===== src/rtl/irq_prio_ctrl.sv =====
module irq_prio_ctrl #(
  parameter int VW = 8
) (
  input  logic          clk,
  input  logic          rst_n,
  input  logic          reg_we,
  input  logic [3:0]    reg_addr,
  input  logic [7:0]    reg_wdata,
  output logic [7:0]    reg_rdata,
  input  logic [5:0]    irq_req,
  input  logic [VW-1:0] ser_vec0,
  input  logic [VW-1:0] ser_vec1,
  output logic [2:0]    ipl_o,
  input  logic          ack_i,
  input  logic [2:0]    ack_lvl_i,
  output logic [5:0]    ack_src_o,
  output logic          ack_auto_o,
  output logic [VW-1:0] ack_vec_o
);
  localparam int NSRC = 6;

  logic [2:0]    lvl_q [NSRC];
  logic [1:0]    pri_q [NSRC];
  logic [NSRC-1:0] av_q, mask_q, pend_q;
  logic [VW-1:0] wdvec_q;

  logic [2:0]    lvl_e [NSRC];
  logic [NSRC-1:0] av_e, act;

  always_ff @(posedge clk) begin
    if (!rst_n) begin
      for (int i = 0; i < NSRC; i++) begin
        lvl_q[i] <= '0;
        pri_q[i] <= '0;
      end
      av_q    <= '0;
      mask_q  <= '1;
      pend_q  <= '0;
      wdvec_q <= VW'(8'h0F);
    end else begin
      pend_q <= irq_req;
      if (reg_we) begin
        for (int i = 0; i < NSRC; i++)
          if (reg_addr == 4'(i)) begin
            lvl_q[i] <= reg_wdata[2:0];
            pri_q[i] <= reg_wdata[4:3];
            av_q[i]  <= reg_wdata[5];
          end
        if (reg_addr == 4'd6) mask_q  <= reg_wdata[NSRC-1:0];
        if (reg_addr == 4'd8) wdvec_q <= VW'(reg_wdata);
      end
    end
  end

  always_comb begin
    for (int i = 0; i < NSRC; i++) begin
      lvl_e[i] = (i == 0) ? 3'd7 : lvl_q[i];
      av_e[i]  = (i == 0) ? 1'b0 : (i < 4) ? 1'b1 : av_q[i];
      act[i]   = pend_q[i] && !mask_q[i] && (lvl_e[i] != 3'd0);
    end
  end

  logic       found;
  logic [4:0] best_key;
  logic [2:0] best_idx;

  always_comb begin
    found    = 1'b0;
    best_key = '0;
    best_idx = '0;
    for (int i = 0; i < NSRC; i++)
      if (act[i] && (!found || {lvl_e[i], pri_q[i]} > best_key)) begin
        found    = 1'b1;
        best_key = {lvl_e[i], pri_q[i]};
        best_idx = 3'(i);
      end
  end

  assign ipl_o = found ? best_key[4:2] : 3'd0;

  logic hit;
  assign hit        = ack_i && found && (ack_lvl_i == best_key[4:2]);
  assign ack_src_o  = hit ? NSRC'(1) << best_idx : '0;
  assign ack_auto_o = hit && av_e[best_idx];
  assign ack_vec_o  = (!hit || av_e[best_idx]) ? '0 :
                      (best_idx == 3'd0) ? wdvec_q :
                      (best_idx == 3'd4) ? ser_vec0 : ser_vec1;

  always_comb begin
    reg_rdata = '0;
    for (int i = 0; i < NSRC; i++)
      if (reg_addr == 4'(i)) reg_rdata = {2'b00, av_e[i], pri_q[i], lvl_e[i]};
    if (reg_addr == 4'd6) reg_rdata = {2'b00, mask_q};
    if (reg_addr == 4'd7) reg_rdata = {2'b00, pend_q};
    if (reg_addr == 4'd8) reg_rdata = 8'(wdvec_q);
  end

  AST_PEND_FOLLOW: assert property (@(posedge clk) disable iff (!rst_n)
    rst_n |=> pend_q == $past(irq_req));
  AST_ACK_ONEHOT: assert property (@(posedge clk) disable iff (!rst_n)
    $onehot0(ack_src_o));
  AST_ACK_LEVEL: assert property (@(posedge clk) disable iff (!rst_n)
    (ack_src_o != '0) |-> (ack_i && ack_lvl_i == ipl_o && ipl_o != 3'd0));
  AST_NO_MASKED: assert property (@(posedge clk) disable iff (!rst_n)
    (ack_src_o & mask_q) == '0);
  AST_FIXED_AUTO: assert property (@(posedge clk) disable iff (!rst_n)
    (ack_src_o[3:1] != '0) |-> (ack_auto_o && ack_vec_o == '0));
  AST_WD_VECTOR: assert property (@(posedge clk) disable iff (!rst_n)
    ack_src_o[0] |-> (!ack_auto_o && ack_vec_o == wdvec_q && ipl_o == 3'd7));
endmodule


===== config.mk =====
export PLATFORM = sky130hd
export DESIGN_NAME = irq_prio_ctrl
export DESIGN_NICKNAME = d
export VERILOG_FILES = /design/src/rtl/irq_prio_ctrl.sv
export SDC_FILE = /design/constraint.sdc
export NUM_CORES = 1
export LEC_CHECK = 0
export ABC_CLOCK_PERIOD_IN_PS = 32600
export BUFFER_PORTS_ARGS = -buffer_cell sky130_fd_sc_hd__buf_2
export CORE_ASPECT_RATIO = 1.4
export CORE_MARGIN = 2
export CORE_UTILIZATION = 62
export CTS_CLUSTER_SIZE = 25
export DETAILED_ROUTE_END_ITERATION = 10
export PLACE_DENSITY = 0.85
export SYNTH_ARGS = -nofsm -noshare
export SYNTH_HDL_FRONTEND = slang
export SYNTH_SLANG_ARGS = --single-unit

===== constraint.sdc =====
create_clock -name clk -period 32.6 [get_ports clk]
set_input_delay 8.15 -clock clk [delete_from_list [all_inputs] [get_ports clk]]
set_output_delay 8.15 -clock clk [all_outputs]
set_load 0.02 [all_outputs]

==> results of run 1 <==
## worst max-delay path, cell delays in order
cell and delay, ns:
buf_2 0.18, or2_2 0.36, nor3b_1 0.71, a22oi_1 0.21, nand3_1 0.10, buf_2 0.17
## layout by cell type (no fill, tap or decap), drive strengths merged, types with 3 or more instances in the layout
cell type,instances
a21o,3
ha,25
nand3,22
edfxtp,27
clkbuf,8
nand2b,10
a22oi,7
o21ai,27
buf,66
or2,4
o21a,5
inv,15
and3,3
a21oi,28
nor2b,5
a2111oi,6
and2,38
nor4,5
nand2,58
mux2,4
nor2,41
a31oi,4
dfxtp,22
mux2i,12
a21boi,5
nor3,12
o31a,4
## power breakdown
part           total, mW  leakage, nW  internal (mW)  switching, mW
clock             0.0363       0.0455         0.0173         0.0189
combinational     0.0245         1.36        0.00964         0.0148
sequential        0.0719        0.438         0.0680        0.00390
total              0.133         1.85         0.0950         0.0377
## per-stage QoR
stage	utilization (%)	worst slack, ns
floorplan	-	14.88
finish	70.43	14.57
detailed placement	68.97	14.62
CTS	70.43	14.62
global route	70.43	13.83
global placement	68.97	14.64
## logic make-up after synthesis
logic type      count (synthesis)  synth area share, %
simple gates                  208                28.35
compound gates                113                22.48
flops                          49                31.93
buf+inv                        31                3.608
fa+ha+maj                      25                7.982
mux                            17                4.789
xor+xnor                        3               0.8623
## per-layer routing
metal | global-route usage (%) | share of wire [%]
met1 | 36.33 | 39
met2 | 56.34 | 51
met3 | 4.128 | 5.1
met4 | 15.24 | 5.6
met5 | 0 | 0
## worst paths after layout
path / end / slack [ns]
setup / recovery: reg_rdata[4] / 14.57
hold / removal: mask_q[2] / 0.49
setup reg to reg: wdvec_q[5] / 31.83
hold reg to reg: mask_q[2] / 0.49
## area by class of cell
type / count / area [sq um] / share of cell area [%]
timing repair buffer: 66 / 330.3 / 7.604
tap: 72 / 90.09 / 2.074
clock buffer: 8 / 90.09 / 2.074
inverter: 15 / 56.30 / 1.296
sequential: 49 / 1251 / 28.80
multi-input combinational: 366 / 2526 / 58.15
## registers in the layout, summed over array words and instances, names as in the netlist
register  count
av_q          2
lvl_q        15
mask_q        6
pend_q        6
pri_q        12
wdvec_q       8
==> run metrics, run 1 <==
synth warn=0; Site Rows=34; starting DRC count in detailed routing=339; synthesized instance count=446; max_slew headroom=43.51%; RR Startpoint=wdvec_q[5]; fin nets=569; Power Total=0.1326 mW; Crit path arrival time=9.88 ns; Area contributors post-synth=edfxtp_1 21%, dfxtp_1 11%, ha_1 8.0%; hold path cells=2; Top Ports=67; hold_sp=mask_q[2]; fin area=approximately 0.0043 sq mm; Core ar.=between 0.006 and 0.007 sq mm; status=completed; fin crit share=approximately 55%; die height=98.07 microns; layout cells sized above 1=22.62%; WL per Instance=approximately 19 microns; fin. max-slew vios=0; CTS clk-pin slew, worst paths=roughly 0.08 ns; gr ovfl total=0; startpoint types=primary input; GPL Wtd Cong=1.017; distinct cell type count of the synthesized netlist=72; Finished Layout Cells=576; TritonRoute pass-1 iters=5; largest net degree at the start of global routing=32; Die ar.=0.006981 sq mm; FMAX=55.45 MHz; syn nets=~510; Residual DRC=0; setup repair bufs after CTS=0; max_cap viols=0; area leader, netlist=edfxtp_1; fin crit period=18.03 ns; Die Wd=71.19 microns; post-CTS resize count=0; Cell Area, Placed=between 0.004 and 0.005 sq mm; area grow syn2layout=10.86%; vias=3734; Worst Tran Pin Value=between 0.8 and 0.9 ns; Clock Sinks=49; number of enable flip-flop cells after synthesis=27; Cells after DPL=568; crit path from=reg_addr[0]; CTS root buf=clkbuf_8; hold_buf cts=0; final wirelength=10.66 mm; Vias/cell=roughly 6.5; Antenna Cells=0; Layout fillers=473; maximum vdd drop=0.03609 mV; Fin Setup TNS=0 ns; Finish-stage setup viols=0; Synth top area share=slightly above 20%; Req. time, crit path=~24 ns; CP endpoint kind=primary output; worst hold path class=flip-flop to flip-flop; #FFs+latches synth=49; synth cell count leaders=58 x nand2_1, 38 x and2_1, 37 x nor2_1; first-pass GRT wire length=17.60 mm; Hold Vio Cnt, Final=0; H-tree levels=2; Worst Clk Skew=0 ns; clk buf depth=2; vias in the first global route=3649; leak pwr=1.848 nW; CTS buffer count=5; post-route ant nets=0; dpl hpwl=8.416 mm; IO Port Bufs=66; GR Util All Layers=about a third; cells on worst reg2reg path=2; initial core utilization=63.53%; RSZ-0062 raised after global routing=false; Seq/Total Area, Yosys=31.93%; CP Class=primary input to primary output; initial antenna violation count=0; CTS tree=yes; Cell Pwr Density=30.53 mW/mm^2; WHS=between 0.4 and 0.5 ns; Mean Syn Cell Area=8.786 sq um; worst-skew pair later-pin latency=about 0.30 ns; fraction of registers with async set/reset=0%; top-count cell post-synth=nand2_1; top_reg_cell synth=edfxtp_1; Netlist Area Pre-Place=around 0.004 sq mm; crit-path max FO=14
Power figures use the tool's default switching activity.
==> run 2: changes to the inputs <==
- ABC_CLOCK_PERIOD_IN_PS: 32600 -> 17900
- CORE_UTILIZATION: 62 -> 57
- PLACE_DENSITY: 0.85 -> 0.79
- clock period: 32.6 -> 17.9 ns (I/O delays scaled with it)
==> run 2 against run 1 <==
Net effect:
- clock skew did not move
- die area rose by 8.3%
- utilization fell by 4.5 points
- combinational power rose by 82%
- critical path type is now flip-flop to primary output
- highest routed layer unchanged
==> run metrics, run 2 (synthesis gave the netlist of run 1 again) <==
most frequent cells in the layout=66 x buf_2, 58 x nand2_1, 38 x and2_1; maximum vdd drop=0.06074 mV; Reg area=0.001251 sq mm; clock power share=approximately 26%; Die ar.=~0.0076 sq mm; Worst path max stage delay=around 0.46 ns; Finish-stage setup viols=0; Residual DRC=0; CTS buffer count=5; P_sw=0.06899 mW; first-pass GRT wire length=~17 mm; fin crit share=between 70% and 80%; Core ar.=0.006613 sq mm; Worst Clk Skew=0 ns; CP Class=flip-flop to primary output; initial core utilization=59.26%; hold path cells=2; Layout fillers=between 500 and 600; status=completed; max_slew headroom=40.29%; setup repair bufs after CTS=0; TritonRoute pass-1 iters=6; GR Util All Layers=30.16%; die height=102.1 microns; most frequent CP cell=ha_1; Critical Path Slowest Stage Cell=o32ai_1; most common cell after layout, fill and taps aside=buf_2; worst hold path class=flip-flop to flip-flop; CTS root buf=clkbuf_8; post-route ant nets=0; startpoint types=flip-flop; GPL Wtd Cong=0.9451; cells on worst reg2reg path=2; area grow syn2layout=11.18%; multi-input logic area=0.002526 sq mm; crit-path max FO=13; fin crit period=14.03 ns; IO Port Bufs=66; leak pwr=between 1.5 and 2 nW; post-CTS resize count=0; CTS tree=yes; Antenna Cells=0; layout cells sized above 1=22.66%; largest registers=lvl_q x15, pri_q x12, wdvec_q x8; Crit path arrival time=9.55 ns; Die Wd=74.08 microns; CP endpoint kind=primary output; vias=3663; Clock Sinks=49; final wirelength=between 10 and 15 mm; starting DRC count in detailed routing=242; dpl hpwl=8.500 mm; Biggest register=lvl_q; fin. max-slew vios=0; Site Rows=35; P_int=approximately 0.17 mW; fin area=0.004357 sq mm; WL per Instance=18.12 microns; fin util=65.88%; Fin Setup TNS=0 ns; Cell Area, Placed=roughly 0.0043 sq mm; Cell Pwr Density=54.39 mW/mm^2; H-tree levels=2; hold_buf cts=0; worst slack at placement=roughly 4.3 ns; Comb pwr share=18.8%; largest net degree at the start of global routing=32; RSZ-0062 raised after global routing=false; switching fraction of total power=29.11%; Power Total=around 0.24 mW; initial antenna violation count=0; gr ovfl total=0; Reg power frac=55.2%; clk buf depth=2; fin nets=about 570; Vias/cell=6.156; FMAX=about 71 MHz; worst-skew pair later-pin latency=~0.3 ns; max_cap viols=0; fin worst setup slack=3.871 ns; max reg flops=15; vias in the first global route=3545; Top Ports=67; Hold Vio Cnt, Final=0; Req. time, crit path=between 10 and 15 ns; CTS clk-pin slew, worst paths=0.08 ns; Worst Tran Pin Value=0.8937 ns
[run 2: cell type report]
type / instances / area share (%)
repair buffers: 66 / 7.582
flip-flops and latches: 49 / 28.72
well taps: 92 / 2.642
clock buffers: 6 / 1.666
inverters: 15 / 1.292
multi-input cells: 366 / 57.98
clock inverters: 1 / 0.1149
[run 2: power groups by stage]
stage	clock [mW]	combinational (mW)	sequential, mW
floorplan	0	0.0301	0.130
global placement	0	0.0427	0.133
detailed placement	0	0.0439	0.133
CTS	0.0624	0.0441	0.131
global route	0.0659	0.0494	0.131
finish	0.0614	0.0446	0.131
[run 2: layer usage]
| metal | part of all wire, % | GRT usage (%) | vias to the layer above |
|---|---|---|---|
| li1 | - | - | 1749 |
| met1 | 38 | 34.88 | 1704 |
| met2 | 52 | 52.82 | 170 |
| met3 | 5.6 | 3.550 | 40 |
| met4 | 4.9 | 17.34 | 0 |
| met5 | 0 | 0 | - |
[run 2: critical path: cells and delay by family, from the launching register on]
family / cells / cell delay [ns]
AO/OA/AOI/OAI: 19 / 3.95
adder cells (fa/ha/maj): 5 / 1.52
buffers and inverters: 3 / 0.41
flip-flops: 1 / 0.36
multiplexers: 4 / 1.36
AND/OR/NAND/NOR: 8 / 1.61
[run 2: path summary, 6_finish.rpt]
kind | start | end | slack (ns)
min | wdvec_q[7] | wdvec_q[7] | 0.50
max reg2reg | wdvec_q[5] | wdvec_q[5] | 17.20
min reg2reg | wdvec_q[7] | wdvec_q[7] | 0.50
max | mask_q[0] | ack_vec_o[6] | 3.87
[run 2: per-stage QoR]
| stage | instances | hold slack [ns] |
|---|---|---|
| 3_3_place_gp | 588 | 0.4657 |
| 3_5_place_dp | 588 | 0.4872 |
| 4_1_cts | 595 | 0.4988 |
| 5_1_grt | 595 | 0.5140 |
| 2_1_floorplan | 446 | 0.4524 |
| 6_report | 595 | 0.4965 |
